$ cat src/rtl/dbg_trace_pkg.sv
package dbg_trace_pkg;

    typedef enum logic [2:0] {
        TM_A_ONLY       = 3'd0,
        TM_A_OR_B       = 3'd1,
        TM_A_THEN_B     = 3'd2,
        TM_EVT_B        = 3'd3,
        TM_A_THEN_EVT_B = 3'd4
    } trig_mode_e;

    typedef struct packed {
        logic [2:0] mode;
        logic       begin_type;
    } cap_cfg_t;

    typedef struct packed {
        logic a_hit;
        logic b_hit;
        logic trig;
    } trig_evt_t;

    function automatic logic mode_known(input logic [2:0] m);
        return m <= 3'(TM_A_THEN_EVT_B);
    endfunction

    function automatic logic mode_uses_a(input logic [2:0] m);
        return (m == 3'(TM_A_ONLY)) || (m == 3'(TM_A_OR_B)) ||
               (m == 3'(TM_A_THEN_B)) || (m == 3'(TM_A_THEN_EVT_B));
    endfunction

    function automatic logic mode_is_seq(input logic [2:0] m);
        return (m == 3'(TM_A_THEN_B)) || (m == 3'(TM_A_THEN_EVT_B));
    endfunction

    function automatic logic mode_is_event(input logic [2:0] m);
        return (m == 3'(TM_EVT_B)) || (m == 3'(TM_A_THEN_EVT_B));
    endfunction

endpackage

$ cat src/rtl/dbg_trig_seq.sv
module dbg_trig_seq
    import dbg_trace_pkg::*;
(
    input  logic       clk,
    input  logic       rst,
    input  logic       arm_i,
    input  logic       armed_i,
    input  logic [2:0] mode_i,
    input  logic       match_a_i,
    input  logic       match_b_i,
    output logic       af_o,
    output logic       bf_o,
    output trig_evt_t  evt_o
);

    logic a_seen_q;
    logic live;
    logic a_hit;
    logic b_en;
    logic b_hit;
    logic trig;

    // evaluation only in armed cycles that are not themselves arm cycles
    assign live  = armed_i && !arm_i;
    assign a_hit = live && match_a_i && mode_uses_a(mode_i);

    always_comb begin
        case (mode_i)
            3'(TM_A_OR_B),
            3'(TM_EVT_B):        b_en = 1'b1;
            3'(TM_A_THEN_B),
            3'(TM_A_THEN_EVT_B): b_en = a_seen_q;   // same-cycle A does not open B
            default:             b_en = 1'b0;
        endcase
    end

    assign b_hit = live && match_b_i && b_en;

    always_comb begin
        case (mode_i)
            3'(TM_A_ONLY):       trig = a_hit;
            3'(TM_A_OR_B):       trig = a_hit || b_hit;
            3'(TM_A_THEN_B),
            3'(TM_EVT_B),
            3'(TM_A_THEN_EVT_B): trig = b_hit;
            default:             trig = 1'b0;
        endcase
    end

    always_ff @(posedge clk) begin
        if (rst) begin
            a_seen_q <= 1'b0;
            af_o     <= 1'b0;
            bf_o     <= 1'b0;
        end else if (arm_i) begin
            a_seen_q <= 1'b0;
            af_o     <= 1'b0;
            bf_o     <= 1'b0;
        end else begin
            if (a_hit && mode_is_seq(mode_i)) a_seen_q <= 1'b1;
            if (a_hit) af_o <= 1'b1;
            if (b_hit) bf_o <= 1'b1;
        end
    end

    assign evt_o = '{a_hit: a_hit, b_hit: b_hit, trig: trig};

endmodule

$ cat src/rtl/dbg_store_qual.sv
module dbg_store_qual
    import dbg_trace_pkg::*;
#(
    parameter int DEPTH = 8,
    localparam int CNT_W = $clog2(DEPTH + 1)
) (
    input  logic      clk,
    input  logic      rst,
    input  logic      arm_i,
    input  logic      begin_i,
    input  logic      event_i,
    input  logic      known_i,
    input  trig_evt_t evt_i,
    input  logic      cof_valid_i,
    output logic      armed_o,
    output logic      cf_o,
    output logic      store_o
);

    logic             storing_q;
    logic [CNT_W-1:0] fill_q;
    logic             live;
    logic             item_valid;
    logic             window;
    logic             full_hit;
    logic             done;

    assign live       = armed_o && !arm_i && known_i;
    assign item_valid = event_i ? evt_i.b_hit : cof_valid_i;

    // begin-type: open from the trigger cycle; end-type: open from arming
    assign window  = begin_i ? (storing_q || evt_i.trig) : 1'b1;
    assign store_o = live && window && item_valid;

    assign full_hit = begin_i && store_o && (fill_q == CNT_W'(DEPTH - 1));
    assign done     = full_hit || (!begin_i && live && evt_i.trig);

    always_ff @(posedge clk) begin
        if (rst) begin
            armed_o   <= 1'b0;
            cf_o      <= 1'b0;
            storing_q <= 1'b0;
            fill_q    <= '0;
        end else if (arm_i) begin
            armed_o   <= 1'b1;
            cf_o      <= 1'b0;
            storing_q <= 1'b0;
            fill_q    <= '0;
        end else begin
            if (live && evt_i.trig) storing_q <= 1'b1;
            if (begin_i && store_o) fill_q <= fill_q + CNT_W'(1);
            if (done) begin
                armed_o <= 1'b0;
                cf_o    <= 1'b1;
            end
        end
    end

endmodule

$ cat src/rtl/dbg_trace_wr.sv
module dbg_trace_wr #(
    parameter int ADDR_W = 16,
    parameter int DATA_W = 8,
    localparam int WD_W = (ADDR_W > DATA_W) ? ADDR_W : DATA_W
) (
    input  logic              clk,
    input  logic              rst,
    input  logic              store_i,
    input  logic              event_i,
    input  logic [ADDR_W-1:0] cof_addr_i,
    input  logic [DATA_W-1:0] bus_data_i,
    output logic              we_o,
    output logic [WD_W-1:0]   wdata_o
);

    logic [WD_W-1:0] item;

    assign item = event_i ? WD_W'(bus_data_i) : WD_W'(cof_addr_i);

    always_ff @(posedge clk) begin
        if (rst) begin
            we_o    <= 1'b0;
            wdata_o <= '0;
        end else begin
            we_o <= store_i;
            if (store_i) wdata_o <= item;
        end
    end

endmodule

$ cat src/rtl/dbg_trace_ctl.sv
module dbg_trace_ctl
    import dbg_trace_pkg::*;
#(
    parameter int ADDR_W = 16,
    parameter int DATA_W = 8,
    parameter int DEPTH  = 8,
    localparam int WD_W = (ADDR_W > DATA_W) ? ADDR_W : DATA_W
) (
    input  logic              clk,
    input  logic              rst,
    input  logic              arm_i,
    input  logic [2:0]        mode_i,
    input  logic              begin_i,
    input  logic              match_a_i,
    input  logic              match_b_i,
    input  logic              cof_valid_i,
    input  logic [ADDR_W-1:0] cof_addr_i,
    input  logic [DATA_W-1:0] bus_data_i,
    output logic              af_o,
    output logic              bf_o,
    output logic              cf_o,
    output logic              armed_o,
    output logic              trc_we_o,
    output logic [WD_W-1:0]   trc_wdata_o
);

    cap_cfg_t  cfg_q;
    trig_evt_t evt;
    logic      evt_mode;
    logic      eff_begin;
    logic      known;
    logic      store;

    always_ff @(posedge clk) begin
        if (rst)        cfg_q <= '{mode: 3'(TM_A_ONLY), begin_type: 1'b1};
        else if (arm_i) cfg_q <= '{mode: mode_i, begin_type: begin_i};
    end

    assign evt_mode  = mode_is_event(cfg_q.mode);
    assign eff_begin = cfg_q.begin_type || evt_mode;   // event modes force begin-type
    assign known     = mode_known(cfg_q.mode);

    dbg_trig_seq u_seq (
        .clk       (clk),
        .rst       (rst),
        .arm_i     (arm_i),
        .armed_i   (armed_o),
        .mode_i    (cfg_q.mode),
        .match_a_i (match_a_i),
        .match_b_i (match_b_i),
        .af_o      (af_o),
        .bf_o      (bf_o),
        .evt_o     (evt)
    );

    dbg_store_qual #(.DEPTH(DEPTH)) u_qual (
        .clk         (clk),
        .rst         (rst),
        .arm_i       (arm_i),
        .begin_i     (eff_begin),
        .event_i     (evt_mode),
        .known_i     (known),
        .evt_i       (evt),
        .cof_valid_i (cof_valid_i),
        .armed_o     (armed_o),
        .cf_o        (cf_o),
        .store_o     (store)
    );

    dbg_trace_wr #(.ADDR_W(ADDR_W), .DATA_W(DATA_W)) u_wr (
        .clk        (clk),
        .rst        (rst),
        .store_i    (store),
        .event_i    (evt_mode),
        .cof_addr_i (cof_addr_i),
        .bus_data_i (bus_data_i),
        .we_o       (trc_we_o),
        .wdata_o    (trc_wdata_o)
    );

endmodule

$ cat config.mk
export PLATFORM = sky130hd
export DESIGN_NAME = dbg_trace_ctl
export DESIGN_NICKNAME = d
export VERILOG_FILES = /design/src/rtl/dbg_trace_pkg.sv /design/src/rtl/dbg_trig_seq.sv /design/src/rtl/dbg_store_qual.sv /design/src/rtl/dbg_trace_wr.sv /design/src/rtl/dbg_trace_ctl.sv
export SDC_FILE = /design/constraint.sdc
export NUM_CORES = 1
export LEC_CHECK = 0
export BUFFER_PORTS_ARGS = -buffer_cell sky130_fd_sc_hd__buf_4
export CORE_UTILIZATION = 49
export DETAILED_ROUTE_END_ITERATION = 7
export PLACE_DENSITY = 0.8
export SLEW_MARGIN = 30
export SYNTH_ARGS = -nofsm -noshare
export SYNTH_HDL_FRONTEND = slang
export SYNTH_SLANG_ARGS = --single-unit
export TNS_END_PERCENT = 5
$ cat constraint.sdc
create_clock -name clk -period 3.01 [get_ports clk]
set_clock_uncertainty 0.2 [all_clocks]
set_input_delay 0.1505 -clock clk [delete_from_list [all_inputs] [get_ports clk]]
set_output_delay 0.1505 -clock clk [all_outputs]
set_load 0.01 [all_outputs]
==> reports/qor.txt <==
Rel. slew slack: 0.515
Final worst path period share: 0.916
RSZ-0062 raised after global routing: false
Post-Syn Area per Cell: 9.23 um^2
I/O Pins: 55
DPL Wire Length: 3110 um
Site Rows: 20
CTS clk-pin slew, worst paths: 0.10 ns
Yosys reg bits: 31
Synth top area share: 0.386
Vias in the first global route: 1720
Top_reg_cell synth: dfxtp_1
CP startpoint kind: register
Antenna-violating nets left: 0
DIE AREA: 3510 um^2
Psw: 0.264 mW
Final hold vios: 0
Die Y: 59.3 um
Gpl congestion: 0.862
Initial Utilization: 0.522
Part of the power in the clock network: 0.270
Initial antenna violation count: 0
TritonCTS clock tree: done
Max Buffers Root-to-Sink: 2
Syn_nets: 209
Seq pwr share: 0.484
Vias per inst: 5.81
Drt wl/cell: 16.3 um
Worst hold path type: input port to register
Worst-Margin Slew: 0.728 ns
Cell-internal power: 0.665 mW
Drt pass-1 iters: 4
Antenna cells: 0
Proportion of layout cells with a drive suffix above 1: 0.280
Post-synth EDFFs: 0
Layout Utilization: 0.802
Placed Area: 2030 um^2
WP data arrival: 2.78 ns
Largest net degree at the start of global routing: 24
Synthesis-to-layout area growth: 53.7%
Req. time, crit path: 3.03 ns
Yosys top cell by area: dfxtp_1
CP Capture Type: register
H-tree lvl count: 2
Ys Warns: 0
Max cap viols: 0
Fin crit period: 2.76 ns
Vias: 1788
TritonCTS Buffers: 5
Core area: 3080 um^2
Sequential area share after synthesis: 0.386
CTS sink count: 31
Synth area leaders: dfxtp_1 39%, mux2i_1 7.5%, a221oi_1 4.4%
Iteration-0 DRC Markers: 109
Synth unique cells: 49
# setup viols final: 0
Logic pwr share: 0.246
Worst-skew pair later-pin latency: 0.34 ns
Port Buffer Count: 54
Leak: 1.05 nW
Total gr overflow: 0
Maximum clock rate: 0.363 GHz
Post-CTS Setup Inserts: 0
Most frequent cell after synthesis: dfxtp_1
Post-layout power: 0.929 mW
Peak supply drop: 0.000264 V
# nets final: 299
First-pass GRT wire length: 7830 um
Final worst slack: 0.252 ns
Syn Inst Count: 174
Total GRT Usage: 0.303
Async SR Flop Fraction: 0
Commonest cells in the netlist: 31 x dfxtp_1, 12 x mux2i_1, 11 x nor2_1
# DRC: 0
Synthesized cell area: 1610 um^2
Post-placement setup slack: 0.368 ns
Crit Path Class: register to register
Pwr dens: 376 nW/um^2
Crit-path max FO: 16
Die X: 59.3 um
Status: complete, no violations
Final Cell Area: 2470 um^2
Root Driver: clkbuf_4
Routed wire length: 5010 um
Fin. max-slew vios: 0
Sw Share: 0.284
TNS Setup: 0 ns
-- final cells by class --
cell class	instances	area, um^2
Fill cell	208	609
Multi-Input combinational cell	130	930
Clock buffer	6	51.3
Sequential cell	31	622
Timing Repair Buffer	94	798
Inverter	2	7.51
Clock inverter	1	5.00
Tap cell	44	55.1
-- path summary, 6_finish.rpt --
| check | start | end | depth (start not counted) | slack [ns] |
|---|---|---|---|---|
| setup / recovery | cfg_q[3] | u_wr.wdata_o[13] | 6 | 0.25 |
| hold / removal | cof_addr_i[1] | u_wr.wdata_o[1] | 3 | 0.003 |
| setup reg to reg | cfg_q[3] | u_wr.wdata_o[13] | 6 | 0.25 |
| hold reg to reg | u_seq.bf_o | u_seq.bf_o | 2 | 0.28 |
-- cells by family (layout without fill, tap and decap cells) --
kind of cell | after synthesis | after routing | synth area share
AO/OA/AOI/OAI | 53 | 53 | 0.252
XOR/XNOR | 1 | 1 | 0.00545
adder cells (fa/ha/maj) | 2 | 2 | 0.0140
buffers and inverters | 13 | 103 | 0.0389
flip-flops | 31 | 31 | 0.386
multiplexers | 12 | 12 | 0.0748
AND/OR/NAND/NOR | 62 | 62 | 0.228
-- critical path, cell delays in order, from the launching register on --
cell and delay [ns]:
dfxtp_2 0.48, and2b_1 0.23, a21oi_1 0.35, a21oi_1 0.31, a221oi_1 0.37, o2bb2ai_1 0.11, dlygate4sd3_1 0.58
-- placed cells by master, fill, tap and decap left out, types with 2 or more instances in the layout --
| cell type | netlist | layout |
|---|---|---|
| o31ai_1 | 2 | 2 |
| nor2_1 | 11 | 11 |
| dlygate4sd3_1 | 0 | 37 |
| inv_1 | 2 | 2 |
| a21o_1 | 3 | 3 |
| a21oi_1 | 9 | 9 |
| o2bb2ai_1 | 8 | 8 |
| nor2b_1 | 3 | 3 |
| mux2i_1 | 12 | 12 |
| and2_1 | 2 | 2 |
| or3_1 | 2 | 2 |
| buf_4 | 0 | 57 |
| nor3_1 | 9 | 9 |
| nor3b_1 | 2 | 2 |
| nand2_1 | 8 | 8 |
| dfxtp_1 | 31 | 30 |
| a211oi_1 | 8 | 8 |
| clkbuf_4 | 0 | 5 |
| a22o_1 | 2 | 2 |
| nand4b_1 | 2 | 2 |
| a31oi_1 | 2 | 2 |
| and3_1 | 8 | 8 |
| a221oi_1 | 8 | 8 |
| o21ai_0 | 4 | 4 |
-- per-layer routing --
| layer | vias up | global-route usage | share of wire |
|---|---|---|---|
| met5 | - | 0 | 0 |
| met1 | 855 | 0.364 | 0.40 |
| met2 | 70 | 0.518 | 0.53 |
| met4 | 0 | 0.153 | 0.026 |
| li1 | 847 | - | - |
| met3 | 16 | 0.0480 | 0.048 |
-- state kept, by name (all words and copies together), names as in the netlist --
signal            count
cfg_q                 4
u_wr.we_o             1
u_qual.cf_o           1
u_seq.af_o            1
u_seq.a_seen_q        1
u_qual.fill_q         4
u_seq.bf_o            1
u_qual.armed_o        1
u_qual.storing_q      1
u_wr.wdata_o         16
-- metrics by stage --
step,std cells,hold WS [ns]
final,308,0.00347
after CTS,308,0.00286
after global routing,308,0.0321
after global placement,264,0.173
after detailed placement,264,0.185
after floorplan,174,0.0668
-- power by group through the flow --
stage	logic, mW	registers [mW]	clock network (mW)
final	0.228	0.450	0.251
after global routing	0.243	0.453	0.273
after CTS	0.220	0.449	0.247
after detailed placement	0.177	0.458	0
after global placement	0.170	0.457	0
after floorplan	0.0984	0.457	0
-- what timing repair did --
action                     in CTS  in global routing
resized for setup               0                  2
hold endpoints to repair       20                  0
setup endpoints to repair       0                  7
hold buffers                   37                  0
Power figures use the tool's default switching activity.
